--- src/rtl/pwk_pkg.sv ---
package pwk_pkg;
    typedef enum logic [1:0] {
        ST_RUN  = 2'd0,
        ST_IDLE = 2'd1,
        ST_PD   = 2'd2,
        ST_WAIT = 2'd3
    } pwk_state_e;

    typedef struct packed {
        pwk_state_e st;
        logic       from_pd;
        logic       o32_halt;
        logic       resume;
    } pwk_regs_t;
endpackage

--- src/rtl/pwk_wake_qual.sv ---
module pwk_wake_qual #(
    parameter int PRIO_W = 2
) (
    input  logic              int0_n,
    input  logic              int1_n,
    input  logic              int0_lvl,
    input  logic              int1_lvl,
    input  logic              int0_en,
    input  logic              int1_en,
    input  logic              sec_req,
    input  logic              sec_en,
    input  logic [PRIO_W-1:0] int0_prio,
    input  logic [PRIO_W-1:0] int1_prio,
    output logic              wake_hit,
    output logic [PRIO_W-1:0] wake_prio,
    output logic              req_any,
    output logic [PRIO_W-1:0] req_prio
);
    localparam int NSRC = 2;

    logic [NSRC-1:0]        wq;
    logic [NSRC-1:0]        rq;
    logic [PRIO_W-1:0]      pr [NSRC];

    // Source 0: line 0; source 1: line 1 merged with the seconds request.
    assign wq[0] = int0_en & int0_lvl & ~int0_n;
    assign wq[1] = int1_en & int1_lvl & (~int1_n | (sec_en & sec_req));
    assign rq[0] = int0_en & ~int0_n;
    assign rq[1] = int1_en & (~int1_n | (sec_en & sec_req));
    assign pr[0] = int0_prio;
    assign pr[1] = int1_prio;

    always_comb begin
        wake_prio = '0;
        req_prio  = '0;
        for (int i = 0; i < NSRC; i++) begin
            if (wq[i] && pr[i] > wake_prio) wake_prio = pr[i];
            if (rq[i] && pr[i] > req_prio)  req_prio  = pr[i];
        end
    end

    assign wake_hit = |wq;
    assign req_any  = |rq;
endmodule

--- src/rtl/pwk_prio_gate.sv ---
module pwk_prio_gate #(
    parameter int PRIO_W = 2
) (
    input  logic              srv_active,
    input  logic [PRIO_W-1:0] srv_prio,
    input  logic [PRIO_W-1:0] wake_prio,
    input  logic              req_any,
    input  logic [PRIO_W-1:0] req_prio,
    output logic              park_idle,
    output logic              leave_idle
);
    assign park_idle  = srv_active && (srv_prio >= wake_prio);
    assign leave_idle = req_any && (!srv_active || (req_prio > srv_prio));
endmodule

--- src/rtl/pwk_fsm.sv ---
module pwk_fsm
    import pwk_pkg::*;
(
    input  logic       clk,
    input  logic       rst_n,
    input  logic       ext_rst,
    input  logic       pd_req,
    input  logic       wdt_on,
    input  logic       run32,
    input  logic       wake_hit,
    input  logic       park_idle,
    input  logic       leave_idle,
    input  logic       clk_stable,
    output pwk_state_e st,
    output logic       hf_halt,
    output logic       osc32_halt,
    output logic       idle_o,
    output logic       resume
);
    pwk_regs_t r_d, r_q;

    always_comb begin
        r_d        = r_q;
        r_d.resume = 1'b0;
        if (ext_rst) begin
            r_d = '{st: ST_RUN, from_pd: 1'b0, o32_halt: 1'b0, resume: 1'b0};
        end else begin
            case (r_q.st)
                ST_RUN: begin
                    if (pd_req && !wdt_on) begin
                        r_d.st       = ST_PD;
                        r_d.o32_halt = ~run32;
                    end
                end
                ST_PD: begin
                    if (wake_hit) begin
                        r_d.o32_halt = 1'b0;
                        r_d.from_pd  = !park_idle;
                        r_d.st       = park_idle ? ST_IDLE : ST_WAIT;
                    end
                end
                ST_IDLE: begin
                    if (leave_idle) begin
                        r_d.st      = ST_WAIT;
                        r_d.from_pd = 1'b0;
                    end
                end
                default: begin
                    if (clk_stable) begin
                        r_d.st      = ST_RUN;
                        r_d.resume  = 1'b1;
                        r_d.from_pd = 1'b0;
                    end else if (r_q.from_pd && !wake_hit) begin
                        r_d.st       = ST_PD;
                        r_d.o32_halt = ~run32;
                    end
                end
            endcase
        end
    end

    always_ff @(posedge clk or negedge rst_n) begin
        if (!rst_n) r_q <= '{st: ST_RUN, from_pd: 1'b0, o32_halt: 1'b0, resume: 1'b0};
        else        r_q <= r_d;
    end

    assign st         = r_q.st;
    assign hf_halt    = (r_q.st == ST_PD);
    assign idle_o     = (r_q.st == ST_IDLE);
    assign osc32_halt = r_q.o32_halt;
    assign resume     = r_q.resume;
endmodule

--- src/rtl/pwk_ctrl.sv ---
module pwk_ctrl
    import pwk_pkg::*;
#(
    parameter int PRIO_W = 2
) (
    input  logic              clk,
    input  logic              rst_n,
    input  logic              ext_rst,
    input  logic              pd_req,
    input  logic              wdt_on,
    input  logic              run32,
    input  logic              int0_n,
    input  logic              int1_n,
    input  logic              int0_lvl,
    input  logic              int1_lvl,
    input  logic              int0_en,
    input  logic              int1_en,
    input  logic              sec_req,
    input  logic              sec_en,
    input  logic [PRIO_W-1:0] int0_prio,
    input  logic [PRIO_W-1:0] int1_prio,
    input  logic              srv_active,
    input  logic [PRIO_W-1:0] srv_prio,
    input  logic              clk_stable,
    output logic              hf_halt,
    output logic              osc32_halt,
    output logic              idle_o,
    output logic              resume
);
    logic              wake_hit;
    logic [PRIO_W-1:0] wake_prio;
    logic              req_any;
    logic [PRIO_W-1:0] req_prio;
    logic              park_idle;
    logic              leave_idle;
    pwk_state_e        st;

    pwk_wake_qual #(.PRIO_W(PRIO_W)) u_qual (
        .int0_n(int0_n), .int1_n(int1_n),
        .int0_lvl(int0_lvl), .int1_lvl(int1_lvl),
        .int0_en(int0_en), .int1_en(int1_en),
        .sec_req(sec_req), .sec_en(sec_en),
        .int0_prio(int0_prio), .int1_prio(int1_prio),
        .wake_hit(wake_hit), .wake_prio(wake_prio),
        .req_any(req_any), .req_prio(req_prio)
    );

    pwk_prio_gate #(.PRIO_W(PRIO_W)) u_gate (
        .srv_active(srv_active), .srv_prio(srv_prio),
        .wake_prio(wake_prio), .req_any(req_any), .req_prio(req_prio),
        .park_idle(park_idle), .leave_idle(leave_idle)
    );

    pwk_fsm u_fsm (
        .clk(clk), .rst_n(rst_n), .ext_rst(ext_rst),
        .pd_req(pd_req), .wdt_on(wdt_on), .run32(run32),
        .wake_hit(wake_hit), .park_idle(park_idle), .leave_idle(leave_idle),
        .clk_stable(clk_stable), .st(st),
        .hf_halt(hf_halt), .osc32_halt(osc32_halt),
        .idle_o(idle_o), .resume(resume)
    );
endmodule

--- config.mk ---
export PLATFORM = sky130hd
export DESIGN_NAME = pwk_ctrl
export DESIGN_NICKNAME = d
export VERILOG_FILES = /design/src/rtl/pwk_pkg.sv /design/src/rtl/pwk_wake_qual.sv /design/src/rtl/pwk_prio_gate.sv /design/src/rtl/pwk_fsm.sv /design/src/rtl/pwk_ctrl.sv
export SDC_FILE = /design/constraint.sdc
export NUM_CORES = 1
export LEC_CHECK = 0
export CORE_AREA = 2 2 39 41
export DETAILED_ROUTE_END_ITERATION = 6
export DIE_AREA = 0 0 41 43
export DONT_BUFFER_PORTS = 1
export HOLD_SLACK_MARGIN = 0.05
export PLACE_DENSITY_LB_ADDON = 0.08
export SLEW_MARGIN = 10
export SYNTH_ARGS = -nofsm -noshare
export SYNTH_HDL_FRONTEND = slang
export SYNTH_SLANG_ARGS = --single-unit
--- constraint.sdc ---
create_clock -name clk -period 2.6 [get_ports clk]
set_clock_uncertainty 0.2 [all_clocks]
set_input_delay 0.26 -clock clk [delete_from_list [all_inputs] [get_ports clk]]
set_output_delay 0.26 -clock clk [all_outputs]
set_load 0.02 [all_outputs]
Word level (Yosys, flattened, before mapping)
Cells that the tools add are included.
{"block": "totals", "regBits": 5, "latch_bits": 0, "mem_bits_rw": 0, "romBits": 0, "input_bits": 22, "memories": 0}
{"block": "classes", "n_addsub": 0, "multipliers": 0, "n_div": 0, "magnitude_cmp": 5, "n_eq_ne": 8, "n_shift": 0, "mux": 20, "bitwise_logic": 11, "reduce_logical": 23}
{"op": "$mux W2", "count": 8}
{"op": "$ne A3 B2 Y1 const B", "count": 3}
{"op": "$logic_and A1 B1 Y1", "count": 8}
{"op": "$reduce_and A4 Y1", "count": 2}
{"op": "$reduce_bool A4 Y1", "count": 2}
{"op": "$and A1 B1 Y1", "count": 7}
{"op": "$gt A2 B2 Y1", "count": 3}
{"op": "$mux W1", "count": 6}
{"op": "$pmux W1 S3", "count": 2}
{"op": "$pmux W2 S3", "count": 1}
{"op": "$reduce_bool A6 Y1", "count": 1}
{"op": "$mux W5", "count": 1}
{"op": "$reduce_and A5 Y1", "count": 1}
{"op": "$logic_not A1 Y1", "count": 4}
{"op": "$mux W4", "count": 1}
{"op": "$ne A2 B2 Y1 const B", "count": 2}
{"op": "$ne A4 B2 Y1 const B", "count": 1}
{"op": "$reduce_or A2 Y1", "count": 2}
{"op": "$mux W3", "count": 1}
{"op": "$not A1 Y1", "count": 3}
{"op": "$reduce_or A3 Y1", "count": 1}
{"op": "$eq A2 B1 Y1 const B", "count": 1}
{"op": "$eq A2 B2 Y1 const B", "count": 1}
{"op": "$ge A2 B2 Y1", "count": 1}
{"op": "4 further kinds", "count": 4}

Depth between registers and ports, before layout
Gate-level depths: netlist of the first run.
{"block": "logic_depth", "ltp_word": 13, "depth_mapped": 13, "depth_no_buf": 13}

By module
From an unflattened synthesis of the first run, not the netlist that was laid out.
{"block": "unflattened", "hier_cells": 85, "hier_area_um2": 713.2}
{"mod": "pwk_fsm", "n_inst": 1, "cells_per_inst": 42, "area_each_um2": 396.6}
{"mod": "pwk_wake_qual", "n_inst": 1, "cells_per_inst": 27, "area_each_um2": 211.5}
{"mod": "pwk_prio_gate", "n_inst": 1, "cells_per_inst": 16, "area_each_um2": 105.1}

Least setup slack after synthesis of the first run
OpenSTA, ideal clock, no wires.
{"block": "synth_timing", "path_type": "input to register", "startpoint": "input int0_n", "endpoint": "register u_fsm.r_q (netlist bit u_fsm.st[1])", "arrival_ns": 2.609, "required_time_ns": 2.321, "setup_slack_ns": -0.289, "stages": 11, "path_cell_list": "and2b_1 > and3_1 > ha_1 > a211oi_1 > mux2_2 > ha_1 > nand2b_1 > a21oi_1 > o21ai_0 > a221o_1 > mux2i_1"}
{"block": "synth_via", "elab_chain_cells": 13, "elab_cells_between_ends": 30, "cone_classes": "4 x order compare; 2 x eq/ne; 8 x mux; 3 x bitwise; 13 x reduce/logical"}
{"element": "from (decl)", "line": "pwk_ctrl.sv:12", "rtl": "input logic int0_n,"}
{"element": "$not A1 Y1 *", "line": "pwk_wake_qual.sv:26, pwk_wake_qual.sv:28"}
{"element": "$and A1 B1 Y1", "line": "pwk_wake_qual.sv:26", "rtl": "assign wq[0] = int0_en & int0_lvl & ~int0_n;"}
{"element": "$logic_and A1 B1 Y1", "line": "pwk_wake_qual.sv:37", "rtl": "if (wq[i] && pr[i] > wake_prio) wake_prio = pr[i];"}
{"element": "$mux W2", "line": "pwk_wake_qual.sv:37"}
{"element": "$gt A2 B2 Y1", "line": "pwk_wake_qual.sv:37"}
{"element": "$logic_and A1 B1 Y1", "line": "pwk_wake_qual.sv:37"}
{"element": "$mux W2", "line": "pwk_wake_qual.sv:37"}
{"element": "$ge A2 B2 Y1", "line": "pwk_prio_gate.sv:12", "rtl": "assign park_idle = srv_active && (srv_prio >= wake_prio);"}
{"element": "$logic_and A1 B1 Y1", "line": "pwk_prio_gate.sv:12"}
{"element": "$mux W2", "line": "pwk_fsm.sv:39", "rtl": "r_d.st = park_idle ? ST_IDLE : ST_WAIT;"}
{"element": "$mux W4", "line": "pwk_fsm.sv:36", "rtl": "if (wake_hit) begin"}
{"element": "$pmux W2 S3", "line": "pwk_fsm.sv:28", "rtl": "case (r_q.st)"}
{"element": "$mux W5", "line": "pwk_fsm.sv:25", "rtl": "if (ext_rst) begin"}
{"element": "to (signal assigned)", "line": "pwk_fsm.sv:63", "rtl": "if (!rst_n) r_q <= '{st: ST_RUN, from_pd: 1'b0, o32_halt: 1'b0, resume: 1'b0};"}
{"element": "to (signal assigned)", "line": "pwk_fsm.sv:64", "rtl": "else r_q <= r_d;"}
{"element": "to (decl)", "line": "pwk_fsm.sv:20", "rtl": "pwk_regs_t r_d, r_q;"}
Mark *: on every way between the ends. The rest lies on a longest branch, timed or not. The select of a mux whose other input is x is not followed.
A chain may end at the register's enable or synchronous reset.

Worst setup path in the final report of the first run
{"block": "layout_timing", "startpoint": "input int0_n", "endpoint": "register u_fsm.r_q[2] (netlist name)"}
{"block": "layout_via", "elab_chain_cells": 13, "elab_cells_between_ends": 27, "cone_classes": "4 x order compare; 2 x eq/ne; 7 x mux; 3 x bitwise; 11 x reduce/logical"}
{"element": "$not A1 Y1 *", "line": "pwk_wake_qual.sv:26, pwk_wake_qual.sv:28"}
{"element": "$and A1 B1 Y1", "line": "pwk_wake_qual.sv:26"}
{"element": "$logic_and A1 B1 Y1", "line": "pwk_wake_qual.sv:37"}
{"element": "$mux W2", "line": "pwk_wake_qual.sv:37"}
{"element": "$gt A2 B2 Y1", "line": "pwk_wake_qual.sv:37"}
{"element": "$logic_and A1 B1 Y1", "line": "pwk_wake_qual.sv:37"}
{"element": "$mux W2", "line": "pwk_wake_qual.sv:37"}
{"element": "$ge A2 B2 Y1", "line": "pwk_prio_gate.sv:12"}
{"element": "$logic_and A1 B1 Y1", "line": "pwk_prio_gate.sv:12"}
{"element": "$logic_not A1 Y1", "line": "pwk_fsm.sv:38", "rtl": "r_d.from_pd = !park_idle;"}
{"element": "$mux W4", "line": "pwk_fsm.sv:36"}
{"element": "$pmux W1 S3", "line": "pwk_fsm.sv:28"}
{"element": "$mux W5", "line": "pwk_fsm.sv:25"}
Marks and branches as above.

==> run summary, run 1 <==
The flow ran to the end, but the final reports show violations. The final reports fail on setup timing. The startpoint identified for the worst hold timing path is clk_stable. The total of max-cap violations is 0. The count of TritonRoute iterations in the first routing pass was 4; the initial core utilization was 50.45%. Dividing the detail-routed wire length by the instance count gives 15.46 um.

Dominant combinational cell family by area after synthesis: compound AO/OA/AOI/OAI gates. Critical path launch point: int0_n. The clock network fraction of total power was 17.0%; the fraction of final layout cells with drive strength greater than 1 was 30.77%. The die covers 1763 um2. The total power divided by cell area works out to 541.5 nW/um2. The tools report the reported net switching power as 216.4 uW.

The area after detailed placement came out at 804.5 um2. The power share of the combinational group was 57.8%. Entering global routing, the biggest net connects 9 pins. The logs give 658 for the total via count after detailed routing and 0 for the antenna diode instance count.

After clock tree synthesis, the clock-pin slew on the worst setup and hold paths is 0.04 ns. For the number of antenna violations at the first check in global routing, the log shows 0. By area the synthesized netlist is led by sky130_fd_sc_hd__ha_1 22%, sky130_fd_sc_hd__dfrtp_1 18%, sky130_fd_sc_hd__inv_1 6.5%, sky130_fd_sc_hd__a21oi_1 2.9%, sky130_fd_sc_hd__nand3b_4 2.9%. The number of hold violations in the final report came out at 0.

The first routing iteration left 10 violations. Based on the critical path, the design can be clocked at up to 384.6 MHz. The parity-gate share of the synthesized area counting xor and xnor cells was 0%. The count of mapped cells out of synthesis was 82; the setup TNS was -0.00001132 ns. The portion of synthesized area spent on multiplexers is 4.659%. By count the netlist is led by 12 x sky130_fd_sc_hd__ha_1, 12 x sky130_fd_sc_hd__inv_1, 5 x sky130_fd_sc_hd__dfrtp_1, 5 x sky130_fd_sc_hd__nand2_1, 4 x sky130_fd_sc_hd__a21oi_1. In the routed design, unresolved DRC markers number 0. The first global-routing pass estimated 2470 um of wire.

The tools report the maximum resistive drop on vdd as 0.0004392 V. The logs give -0.00001132 ns for the worst-case setup margin in the final layout and 5 for the number of sinks on the clock net. The post-route fraction of the period consumed by the critical path came out at 100.0%. Overall overflow remaining after global route: 0. Via count normalized by instance count: 6.150.

The worst pin sits at a relative slew slack of 71.60%. The transition time at the pin with the least slew margin is 0.4260 ns. Clock latency on the worst-skew pair, taken at its later pin, is 0.23 ns.

The run gives 1 as the setup violation total in the final timing report. The post-synthesis share of cell area spent on and, or, nand and nor gates is 24.37%, and the sequential element share of the synthesized area is 17.92%. Internal power: 288.4 uW.

Net switching is 42.87% of the power. The count of H-tree levels built during CTS is 1. The synthesized netlist devotes 25.09% of its cell area to compound gates. The tools report the number of pins with negative max-slew slack in the final report as 0. In this run, distinct cell masters in the synthesized netlist total 38. In this run the count of I/O pins placed on the die edge is 26. The die is 41 um wide.

Counting I/O delays and the setup requirement, the final critical path takes 2.600 ns. TritonCTS built the clock tree. The post-synthesis to final-layout area growth came out at 33.51%. Global routing used 19.92% of the available tracks. Counting flops with an async set or reset pin after synthesis yields a share of 100.0%.

The tools report the critical path startpoint category as a primary input. For flop-to-flop paths, the worst setup slack is 0.40 ns. The finished cells cover 932.1 um2. After the last flow step, the layout net total stands at 126. The total wirelength of the detailed-routed design was 1654 um. The standard-cell row count is 14. Setup repair after global routing could not meet its margin everywhere. The maximum clock insertion buffer count came out at 2. The data required time at the worst endpoint was 2.51 ns. The capturing element type of the critical path was a register.

For this run, the number of Yosys warnings is 0. The tools report the cell area after synthesis as 698.2 um2. The mean cell area of the mapped netlist is 8.514 um2. Summing the areas of all fa, ha and maj instances in the mapped netlist gives 21.51% of the synthesized area. Synthesis produced a netlist with a net count of 116. The logs give 25.2% for the part of the total power dissipated in sequential elements and 3 for the clock buffer count from CTS. The startpoint identified for the worst register-to-register timing path is u_fsm.st[0]. Root buffer cell: sky130_fd_sc_hd__clkbuf_4.

The congestion estimate from routability-driven global placement came to 0.7666. The arrival time at the worst endpoint was 2.51 ns; the share of the synthesized area in the top cell type was 21.51%. The most instantiated flip-flop cell in the synthesis netlist was sky130_fd_sc_hd__dfrtp_1.

The logs give 1365 um for the half-perimeter wire length after detailed placement and 0.4139 nW for the static leakage. The count of nets left with antenna violations once routing finished came out at 0. The synthesized design contains 0 enable-type register cells. The top cell type by total area after synthesis was sky130_fd_sc_hd__ha_1. Synthesis inferred 5 register bits. Input and output buffers added on the ports amount to 0.

Height of the die: 43 um. The number of global-route vias before repair was 601; the core outline area was 1384 um2. The maximum net fanout on the critical path was 6. The worst hold path belongs to the class primary input to register. The startpoint-to-endpoint class of the critical path is primary input to register.
logic make-up after synthesis:
| group | count (synthesis) |
|---|---|
| multiplexers | 3 |
| adder cells (fa/ha/maj) | 12 |
| flip-flops | 5 |
| AND/OR/NAND/NOR | 27 |
| buffers and inverters | 12 |
| AO/OA/AOI/OAI | 23 |
power by group through the flow:
stage	Combinational (mW)	Sequential, mW	Clock (mW)
final	0.292	0.127	0.0857
after CTS	0.270	0.126	0.0887
after detailed placement	0.261	0.127	0
after global routing	0.323	0.130	0.0955
after floorplan	0.216	0.121	0
after global placement	0.257	0.127	0
per-layer routing:
layer / wire length (um) / global-route usage [%] / part of all wire (%) / up-vias
met1: 679 / 24.01 / 41 / 313
met5: 0 / 0 / 0 / -
li1: - / - / - / 330
met4: 0 / 2.000 / 0 / 0
met3: 86 / 5.236 / 5.2 / 0
met2: 889 / 34.69 / 54 / 15
per-stage QoR:
stage / hold slack, ns / std cells / worst slack (ns) / power (mW) / utilization, %
6_report: 0.07153 / 107 / -0.00001132 / 0.5048 / 67.36
5_1_grt: 0.07226 / 107 / -0.1193 / 0.5487 / 67.36
4_1_cts: -0.1169 / 104 / -0.04843 / 0.4844 / 62.30
3_5_place_dp: -0.2355 / 98 / -0.2963 / 0.3884 / 58.14
3_3_place_gp: -0.2355 / 98 / -0.2756 / 0.3841 / 58.14
2_1_floorplan: -0.2356 / 82 / -0.08012 / 0.3379 / -
worst max-delay path: stages:
cell	delay, ns
sky130_fd_sc_hd__and2b_2	0.25
sky130_fd_sc_hd__and2_1	0.19
sky130_fd_sc_hd__ha_1	0.29
sky130_fd_sc_hd__nand2_2	0.09
sky130_fd_sc_hd__o2111ai_4	0.11
sky130_fd_sc_hd__nand3_1	0.09
sky130_fd_sc_hd__o21ai_1	0.07
sky130_fd_sc_hd__ha_1	0.30
sky130_fd_sc_hd__nor2b_4	0.13
sky130_fd_sc_hd__o21ai_1	0.06
sky130_fd_sc_hd__a41o_2	0.26
sky130_fd_sc_hd__a211o_1	0.23
sky130_fd_sc_hd__a22o_1	0.18
sequential cells by signal, indices dropped and copies added (netlist names):
name / cells
u_fsm.st: 2
u_fsm.osc32_halt: 1
u_fsm.r_q: 1
u_fsm.resume: 1
worst paths after layout:
path / end / cells after the start
setup reg to reg: u_fsm.st[0] / 6
hold reg to reg: u_fsm.r_q[2] / 1
setup / recovery: u_fsm.r_q[2] / 13
max in group asynchronous: u_fsm.r_q[2] / 1
hold / removal: u_fsm.st[1] / 2
min in group asynchronous: u_fsm.osc32_halt / 1
cells in the final DEF, fill, tap and decap left out, types with 2 or more instances in the layout:
| cell | Yosys | layout |
|---|---|---|
| sky130_fd_sc_hd__inv_1 | 12 | 12 |
| sky130_fd_sc_hd__ha_1 | 12 | 8 |
| sky130_fd_sc_hd__dfrtp_1 | 5 | 5 |
| sky130_fd_sc_hd__ha_4 | 0 | 4 |
| sky130_fd_sc_hd__dlygate4sd3_1 | 0 | 4 |
| sky130_fd_sc_hd__o21ai_1 | 2 | 3 |
| sky130_fd_sc_hd__nand2_1 | 5 | 3 |
| sky130_fd_sc_hd__nor3_1 | 3 | 3 |
| sky130_fd_sc_hd__clkbuf_4 | 0 | 3 |
| sky130_fd_sc_hd__a21oi_2 | 0 | 2 |
| sky130_fd_sc_hd__nand2_2 | 0 | 2 |
| sky130_fd_sc_hd__nor2b_4 | 0 | 2 |
| sky130_fd_sc_hd__nand3_1 | 3 | 2 |
| sky130_fd_sc_hd__nor2_1 | 2 | 2 |
| sky130_fd_sc_hd__a21oi_1 | 4 | 2 |
| sky130_fd_sc_hd__or4_1 | 2 | 2 |
| sky130_fd_sc_hd__a31oi_1 | 2 | 2 |
area by class of cell:
cell class                      count  area, um2
Multi-Input combinational cell     65      668.1
Sequential cell                     5      125.1
Tap cell                           16      20.02
Fill cell                         117      451.7
Inverter                           12      45.04
Timing Repair Buffer                5      47.55
Clock buffer                        4      26.28
timing repair:
| item | 4_1_cts | 5_1_grt |
|---|---|---|
| pin swaps | 4 | 1 |
| hold buffers | 2 | 2 |
| gates resized for setup | 2 | 6 |
| hold endpoints to repair | 8 | 2 |
| setup endpoints to repair | 1 | 3 |
| buffers inserted | 0 | 1 |
(Power assumes the default switching activity.)
==> run 2, diff against run 1 <==
--- a/config.mk
+++ b/config.mk
@@ -10,7 +10,7 @@
 export DIE_AREA = 0 0 41 43
 export DONT_BUFFER_PORTS = 1
 export HOLD_SLACK_MARGIN = 0.05
-export PLACE_DENSITY_LB_ADDON = 0.08
+export PLACE_DENSITY = 0.68
 export SLEW_MARGIN = 10
 export SYNTH_ARGS = -nofsm -noshare
 export SYNTH_HDL_FRONTEND = slang
==> run 2 against run 1 <==
Compared with the run above:
- the flow now finishes without violations
- clock power up 2.8%
- critical path depth is the same
- critical endpoint is now u_fsm.st[1]
- utilization grew 0.90 points
- routed wire length is 2.1% higher
- sequential power barely moved
- non-clock buffer count grew 4
- setup slack improved by 0.020 ns
- sequential cell count unchanged
- combinational power decreased by 1%
- first-iteration DRC count fell by 10%
- hold slack improved by 0.012 ns
- register-to-register slack worse by 0.31 ns
- critical path type unchanged
==> run summary, run 2 (synthesized netlist as in run 1, its figures left out) <==
The register with the most flip-flops in the layout has 2 of them. The design area was 944.7 um2; the height of the die was 43 um. Cells fill 68.26% of the core in the end. Fill cells in the final layout number 116. The initialized floorplan defines 14 standard-cell rows. Setup repair after global routing could not meet its margin everywhere. Once the floorplan was initialized, standard cells occupied 50.45% of the core. The maximum net fanout on the critical path is 5, and the relative slew slack is 76.74%. The first global-routing pass estimated 2601 um of wire. Endpoint of the most critical register-to-register path: u_fsm.osc32_halt.

On the critical path, the stage with the largest delay is an instance of sky130_fd_sc_hd__mux2_4. Most common cell after layout, fill and taps aside: sky130_fd_sc_hd__inv_1. In this run the most critical hold path is launched from ext_rst. Traced cell by cell, the critical path runs through and2b_2 -> and3_4 -> ha_4 -> inv_2 -> a21oi_2 -> a211oi_2 -> mux2_4 -> ha_4 -> nand2b_4 -> a21oi_2 -> o21ai_2 -> a221o_1 -> mux2i_1.

The run gives 0 as the number of antenna violations at the first check in global routing. Counting instances, the worst hold path has a depth of 2. The tools report the end point of the worst hold path as u_fsm.resume. The routed design has 1689 um of wire. For this design the static power due to leakage is 0.4301 nW. The worst-case setup margin in the final layout is 0.02044 ns, and the global routing usage on met2 is 40.63%.

Leaving out fill and tap cells, the most frequent cells in the layout are 11 x sky130_fd_sc_hd__inv_1, 8 x sky130_fd_sc_hd__ha_1, 5 x sky130_fd_sc_hd__nand2_1, 5 x sky130_fd_sc_hd__buf_4, 5 x sky130_fd_sc_hd__dfrtp_1. Global routing used 0% of the available met3 tracks. The placed instances occupy a cell area of 827.0 um2. VDD sags by at most 0.0003917 V. Entering global routing, the biggest net connects 8 pins. For the count of H-tree levels built during CTS, the log shows 1. The tools report the source-to-sink clock delay at the later pin of the worst-skew pair as 0.24 ns. Startpoint-to-endpoint class of the critical path: primary input to register. Clock-pin slew was measured on the worst setup and hold paths at 0.04 ns. The via count normalized by instance count works out to 6.261. STA classifies the critical path endpoint as a register. The logs give 1384 um2 for the core outline area and 0 for the number of hold violations in the final report. The maximum clock insertion buffer count is 2, and the count of TritonRoute iterations in the first routing pass is 4. Global routing used 21.45% of the available met1 tracks. The worst path uses 99.21% of the clock period. Across all register-to-register paths, the minimum setup slack is 0.09 ns. The flow ran to the end, and the final reports show no timing, DRC or antenna violations. TritonCTS built the clock tree.

The count of buffers inserted at the top-level ports was 0. Max-cap violations in this run came to 0. The tools report the die area as 1763 um2. Counting every sink on the clock net gives 5. The setup violation total in the final timing report is 0, and the total via count after detailed routing is 695. For this run, design rule violations remaining after detail routing come to 0. Across all hold checks on the routed design, the worst slack comes to 0.08377 ns. The global routing usage summed across all routing layers was 20.95%. The logs give 0 for the number of pins with negative max-slew slack in the final report and 666 for the number of global-route vias before repair.

After the last flow step, the layout net total stands at 130. The repair_antennas step left the layout with diodes totalling 0. The worst setup path is launched from a primary input. Power spread over the standard cell area amounts to 529.4 nW/um2. The worst-case reg-to-reg path depth came out at 7.

After layout, the minimum clock period comes to 2.580 ns. The arrival time at the worst endpoint came out at 2.54 ns. In this run, CTS created clock tree buffers numbering 3.

26 I/O pins were placed. After global routing, the most crowded layer is met2. The die is 41 um wide. The total overflow left after global routing is 0. The final antenna-violating net count is 0.

Beginning of the worst register-to-register path: u_fsm.st[0]. The worst slack at placement came out at -0.2420 ns. The half-perimeter wire length after detailed placement is 1383 um.

The average routed wire per standard cell was 15.22 um; the violation count after the first detailed-routing iteration was 9. The post-route netlist has 34.74% of its cells at a drive strength greater than 1. Root buffer cell: sky130_fd_sc_hd__clkbuf_4. Adding up every negative setup slack in the final design gives 0 ns. The delay of the slowest critical-path stage was 0.34 ns.

The congestion estimate from routability-driven global placement came to 0.7694. The post-synthesis to final-layout area growth is 35.30%. STA puts the critical path data required time at 2.56 ns. Derived from the worst setup path, the maximum achievable clock frequency is 387.7 MHz. The path category of the worst min-delay check was primary input to register. At the pin with the least slew margin, the transition time is 0.3481 ns.
==> run 2: cell types whose count changed in the layout (fill, tap and decap cells not counted), sizes merged <==
cell	previous run	this run
buf	1	5
==> run 2: layout make-up <==
class | instances | area, um2 | area share (%)
Multi-Input combinational cell | 65 | 650.6 | 68.87
Sequential cell | 5 | 125.1 | 13.25
Timing Repair Buffer | 9 | 77.57 | 8.212
Inverter | 12 | 45.04 | 4.768
Clock buffer | 4 | 26.28 | 2.781
Tap cell | 16 | 20.02 | 2.119
==> run 2: worst max path at each step <==
stage,slack [ns],endpoint,depth (start not counted),from
after floorplan,-0.08,u_fsm.st[1],12,int0_n
after global routing,-0.1,u_fsm.r_q[2],13,int0_n
after global placement,-0.21,u_fsm.r_q[2],12,int0_n
final,0.02,u_fsm.st[1],13,int0_n
after CTS,0.003,u_fsm.st[1],12,int0_n
after detailed placement,-0.24,u_fsm.st[1],12,int0_n
==> run 2: metal layers <==
layer | vias to the layer above | wire, um
li1 | 335 | -
met3 | 2 | 69
met1 | 333 | 605
met2 | 25 | 998
met5 | - | 0
met4 | 0 | 15
==> run 2: stage by stage <==
stage | power (mW) | instances
after floorplan | 0.3379 | 82
after global routing | 0.5410 | 111
after global placement | 0.3816 | 101
after CTS | 0.4881 | 109
after detailed placement | 0.3835 | 101
final | 0.5001 | 111
==> run 2: where the power goes <==
group / switching (mW) / total, mW / leakage, nW / internal, mW
sequential: 0.0246 / 0.124 / 0.0673 / 0.0996
clock: 0.0302 / 0.0881 / 0.0150 / 0.0579
combinational: 0.154 / 0.288 / 0.348 / 0.134
total: 0.209 / 0.500 / 0.430 / 0.291
==> run 2: critical path: cells and delay by family <==
kind            cells  cell delay [ns]
compound gates      5             0.83
mux                 2             0.47
fa+ha+maj           2             0.36
simple gates        3             0.56
buf+inv             1             0.05
==> run 2: what timing repair did <==
item / CTS / global route
resized for setup: 0 / 8
setup buffers: 0 / 2
hold buffers: 4 / 0
endpoints found under the hold margin: 8 / 0
setup endpoints to repair: 0 / 4
==> run 3, diff against run 2 <==
--- a/config.mk
+++ b/config.mk
@@ -5,13 +5,14 @@
 export SDC_FILE = /design/constraint.sdc
 export NUM_CORES = 1
 export LEC_CHECK = 0
-export CORE_AREA = 2 2 39 41
+export CORE_MARGIN = 3
+export CORE_UTILIZATION = 54
 export DETAILED_ROUTE_END_ITERATION = 6
-export DIE_AREA = 0 0 41 43
 export DONT_BUFFER_PORTS = 1
 export HOLD_SLACK_MARGIN = 0.05
-export PLACE_DENSITY = 0.68
+export PLACE_DENSITY = 0.72
 export SLEW_MARGIN = 10
 export SYNTH_ARGS = -nofsm -noshare
 export SYNTH_HDL_FRONTEND = slang
+export SYNTH_HIERARCHICAL = 1
 export SYNTH_SLANG_ARGS = --single-unit
==> constraint.sdc (replaced) <==
create_clock -name clk -period 2.3 [get_ports clk]
set_clock_uncertainty 0.2 [all_clocks]
set_input_delay 0.23 -clock clk [delete_from_list [all_inputs] [get_ports clk]]
set_output_delay 0.23 -clock clk [all_outputs]
set_load 0.02 [all_outputs]
==> run 3 against run 2 <==
Compared with the run above:
- the flow now finishes with violations (hold timing, setup timing)
- sequential share of layout area decreased by 1.0 points
- largest cell class unchanged
- die area shrank 0.16%
- clock power grew 14%
- critical endpoint is now u_fsm/st[1]
==> run summary, run 3 <==
The detailed router finished its first iteration with 19 violations. For the pin with the worst max-slew slack, the measured transition is 0.5005 ns. Setup repair after global routing could not meet its margin everywhere. The die width was 41.96 um; the static leakage was 0.4578 nW.

Leaving out fill and tap cells, the most frequent cells in the layout are 12 x sky130_fd_sc_hd__buf_4, 10 x sky130_fd_sc_hd__inv_1, 8 x sky130_fd_sc_hd__ha_1. The mapped netlist covers 698.2 um2. Max-cap violations in this run came to 0. The count of mapped cells out of synthesis was 83; the count of buffers inserted at the top-level ports was 0. A synthesized cell averages 8.412 um2. The maximum net fanout on the critical path was 5. The tools report the number of global-route vias before repair as 752.

26 I/O pins were placed. The filler cell count is 64. The time the worst path needs with I/O delays and setup is 2.891 ns, and the post-route fraction of the period consumed by the critical path is 125.7%.

Per report_power, the clock group accounts for 15.4% of the total. Net switching is 42.20% of the power. The flow ran to the end, but the final reports show violations. STA classifies the critical path startpoint as a primary input.

In this run, flip-flops and latches consume 21.2% of the power. For the count of H-tree levels built during CTS, the log shows 1. TritonCTS built the clock tree. The logs give 66.33% for the relative slew slack and 3201 um for the first-pass GRT wire length.

The antenna diode instance count came out at 0. The post-cts hold buffer count is 2, and the number of pins with negative max-slew slack in the final report is 0. The final reports fail on hold timing, setup timing.

The logs give -0.1618 ns for the worst hold slack and 7 for the maximum number of pins on one net before global-route repair. Global routing finished with a remaining overflow of 0. Clock-pin slew was measured on the worst setup and hold paths at 0.04 ns. Summed over all failing endpoints, the final setup total negative slack is -1.476 ns. The HPWL after detailed placement is 1248 um.

Once placement finished, the instance area stood at 828.3 um2. The startpoint-to-endpoint class of the critical path was primary input to register. The power after layout was 649.7 uW. For this design the ratio of total power to cell area is 635.5 nW/um2. The logs give 0 for the number of antenna violations at the first check in global routing and 345.9 MHz for the maximum clock frequency. The initial utilization of the core area, before any placement, comes to 60.39%.

After the last flow step, the layout net total stands at 138. The run gives 88.42% as the utilization after layout. The net count of the mapped netlist is 119, and the clock buffer count from CTS is 3. The path class of the tightest hold or removal check is primary input to register. The arrival time at the worst endpoint is 2.86 ns.

The number of hold violations in the final report came out at 4. Clock tree synthesis selected as its root buffer the cell sky130_fd_sc_hd__clkbuf_4. The worst hold path depth came out at 1. Timing analysis after detailed placement gives a worst setup slack of -0.7383 ns. The share of total power dissipated in combinational logic is 63.3%. For this run, the total global-route usage over all layers was measured as 23.98%.

The logs give 1022 um2 for the design area and 6 for the total of warnings raised by yosys. Measured along the y axis, the die boundary spans 41.96 um. The number of sinks on the clock net came out at 5. The floorplan has 12 rows. The die area was 1760 um2; the source-to-sink clock delay at the later pin of the worst-skew pair was 0.24 ns. Of the cells placed in the final design, the portion with a size suffix greater than 1 is 45.54%.

The total wirelength of the detailed-routed design came out at 2047 um. The cell count after placement is 104, and the maximum clock insertion buffer count is 2. Cell internal power was estimated by the tool at 375.5 uW.

Setup violations remaining at the end of the flow were counted as 3. After detailed routing, the number of vias per cell comes to 6.191. Counting cells, the worst reg-to-reg path comes to 6.

The worst-case IR drop observed on VDD is 0.0005599 V. The worst setup path is captured at a register. Before antenna repair, the detailed router went through 4 iterations. The last weighted congestion value of the routability-driven placer was 0.7958; the core outline area was 1156 um2. The run gives 0 as the final antenna-violating net count. After detailed routing, the number of remaining DRC violations is 0. For this design the total switching power over the nets is 274.1 uW.

The post-synthesis to final-layout area growth works out to 46.42%. For the worst setup path, the data required time is 2.27 ns. The flip-flop count of the largest register, all copies and words added came out at 2. For the worst-case setup margin in the final layout, the log shows -0.5914 ns.

The detailed router placed 712 vias in this run. Most common cell after layout, fill and taps aside: sky130_fd_sc_hd__buf_4. Dividing the detail-routed wire length by the instance count gives 17.80 um. For this run, the number of standard cells in the final layout without fillers is 115.
run 3: final timing paths:
kind	start	to	slack (ns)
max	int0_en	u_fsm/st[1]	-0.59
min	ext_rst	u_fsm/st[1]	-0.16
max reg2reg	u_fsm/st[0]	u_fsm/osc32_halt	0.09
min reg2reg	u_fsm/r_q[2]	u_fsm/r_q[2]	0.41
max in group asynchronous	rst_n	u_fsm/r_q[2]	1.65
min in group asynchronous	rst_n	u_fsm/resume	0.07
run 3: timing repair:
| action | in CTS | in global routing |
|---|---|---|
| buffers inserted | 4 | 1 |
| endpoints found under the hold margin | 10 | 4 |
| pin swaps | 9 | 10 |
| setup endpoints to repair | 3 | 4 |
| gates resized for setup | 14 | 7 |
run 3: area by class of cell:
| type | instances | area, um2 | area share [%] |
|---|---|---|---|
| inverters | 12 | 47.55 | 4.651 |
| well taps | 14 | 17.52 | 1.714 |
| repair buffers | 14 | 110.1 | 10.77 |
| multi-input cells | 66 | 695.7 | 68.05 |
| clock buffers | 4 | 26.28 | 2.570 |
| flip-flops and latches | 5 | 125.1 | 12.24 |
run 3: per-layer routing:
layer	GRT usage, %	part of all wire [%]	vias up	wire, um
met1	28.08	42	334	860
li1	-	-	327	-
met2	37.04	47	41	959
met5	0	0	-	0
met3	9.957	8.1	10	166
met4	12.18	2.9	0	60
run 3: critical path, stage by stage:
cell	delay [ns]
sky130_fd_sc_hd__nor2b_4	0.18
sky130_fd_sc_hd__buf_4	0.13
sky130_fd_sc_hd__and3_4	0.19
sky130_fd_sc_hd__ha_4	0.21
sky130_fd_sc_hd__a211oi_4	0.24
sky130_fd_sc_hd__buf_4	0.16
sky130_fd_sc_hd__mux2i_1	0.20
sky130_fd_sc_hd__inv_1	0.07
sky130_fd_sc_hd__ha_1	0.28
sky130_fd_sc_hd__a21oi_2	0.12
sky130_fd_sc_hd__nor2b_1	0.06
sky130_fd_sc_hd__nor2b_1	0.17
sky130_fd_sc_hd__o41ai_1	0.09
sky130_fd_sc_hd__or3_4	0.39
sky130_fd_sc_hd__a21oi_2	0.14
run 3: power groups by stage:
stage          clock, mW  combinational (mW)  sequential [mW]
2_1_floorplan          0               0.231            0.131
3_3_place_gp           0               0.308            0.135
3_5_place_dp           0               0.311            0.136
4_1_cts            0.102               0.369            0.135
5_1_grt            0.112               0.444            0.140
6_report           0.100               0.411            0.138
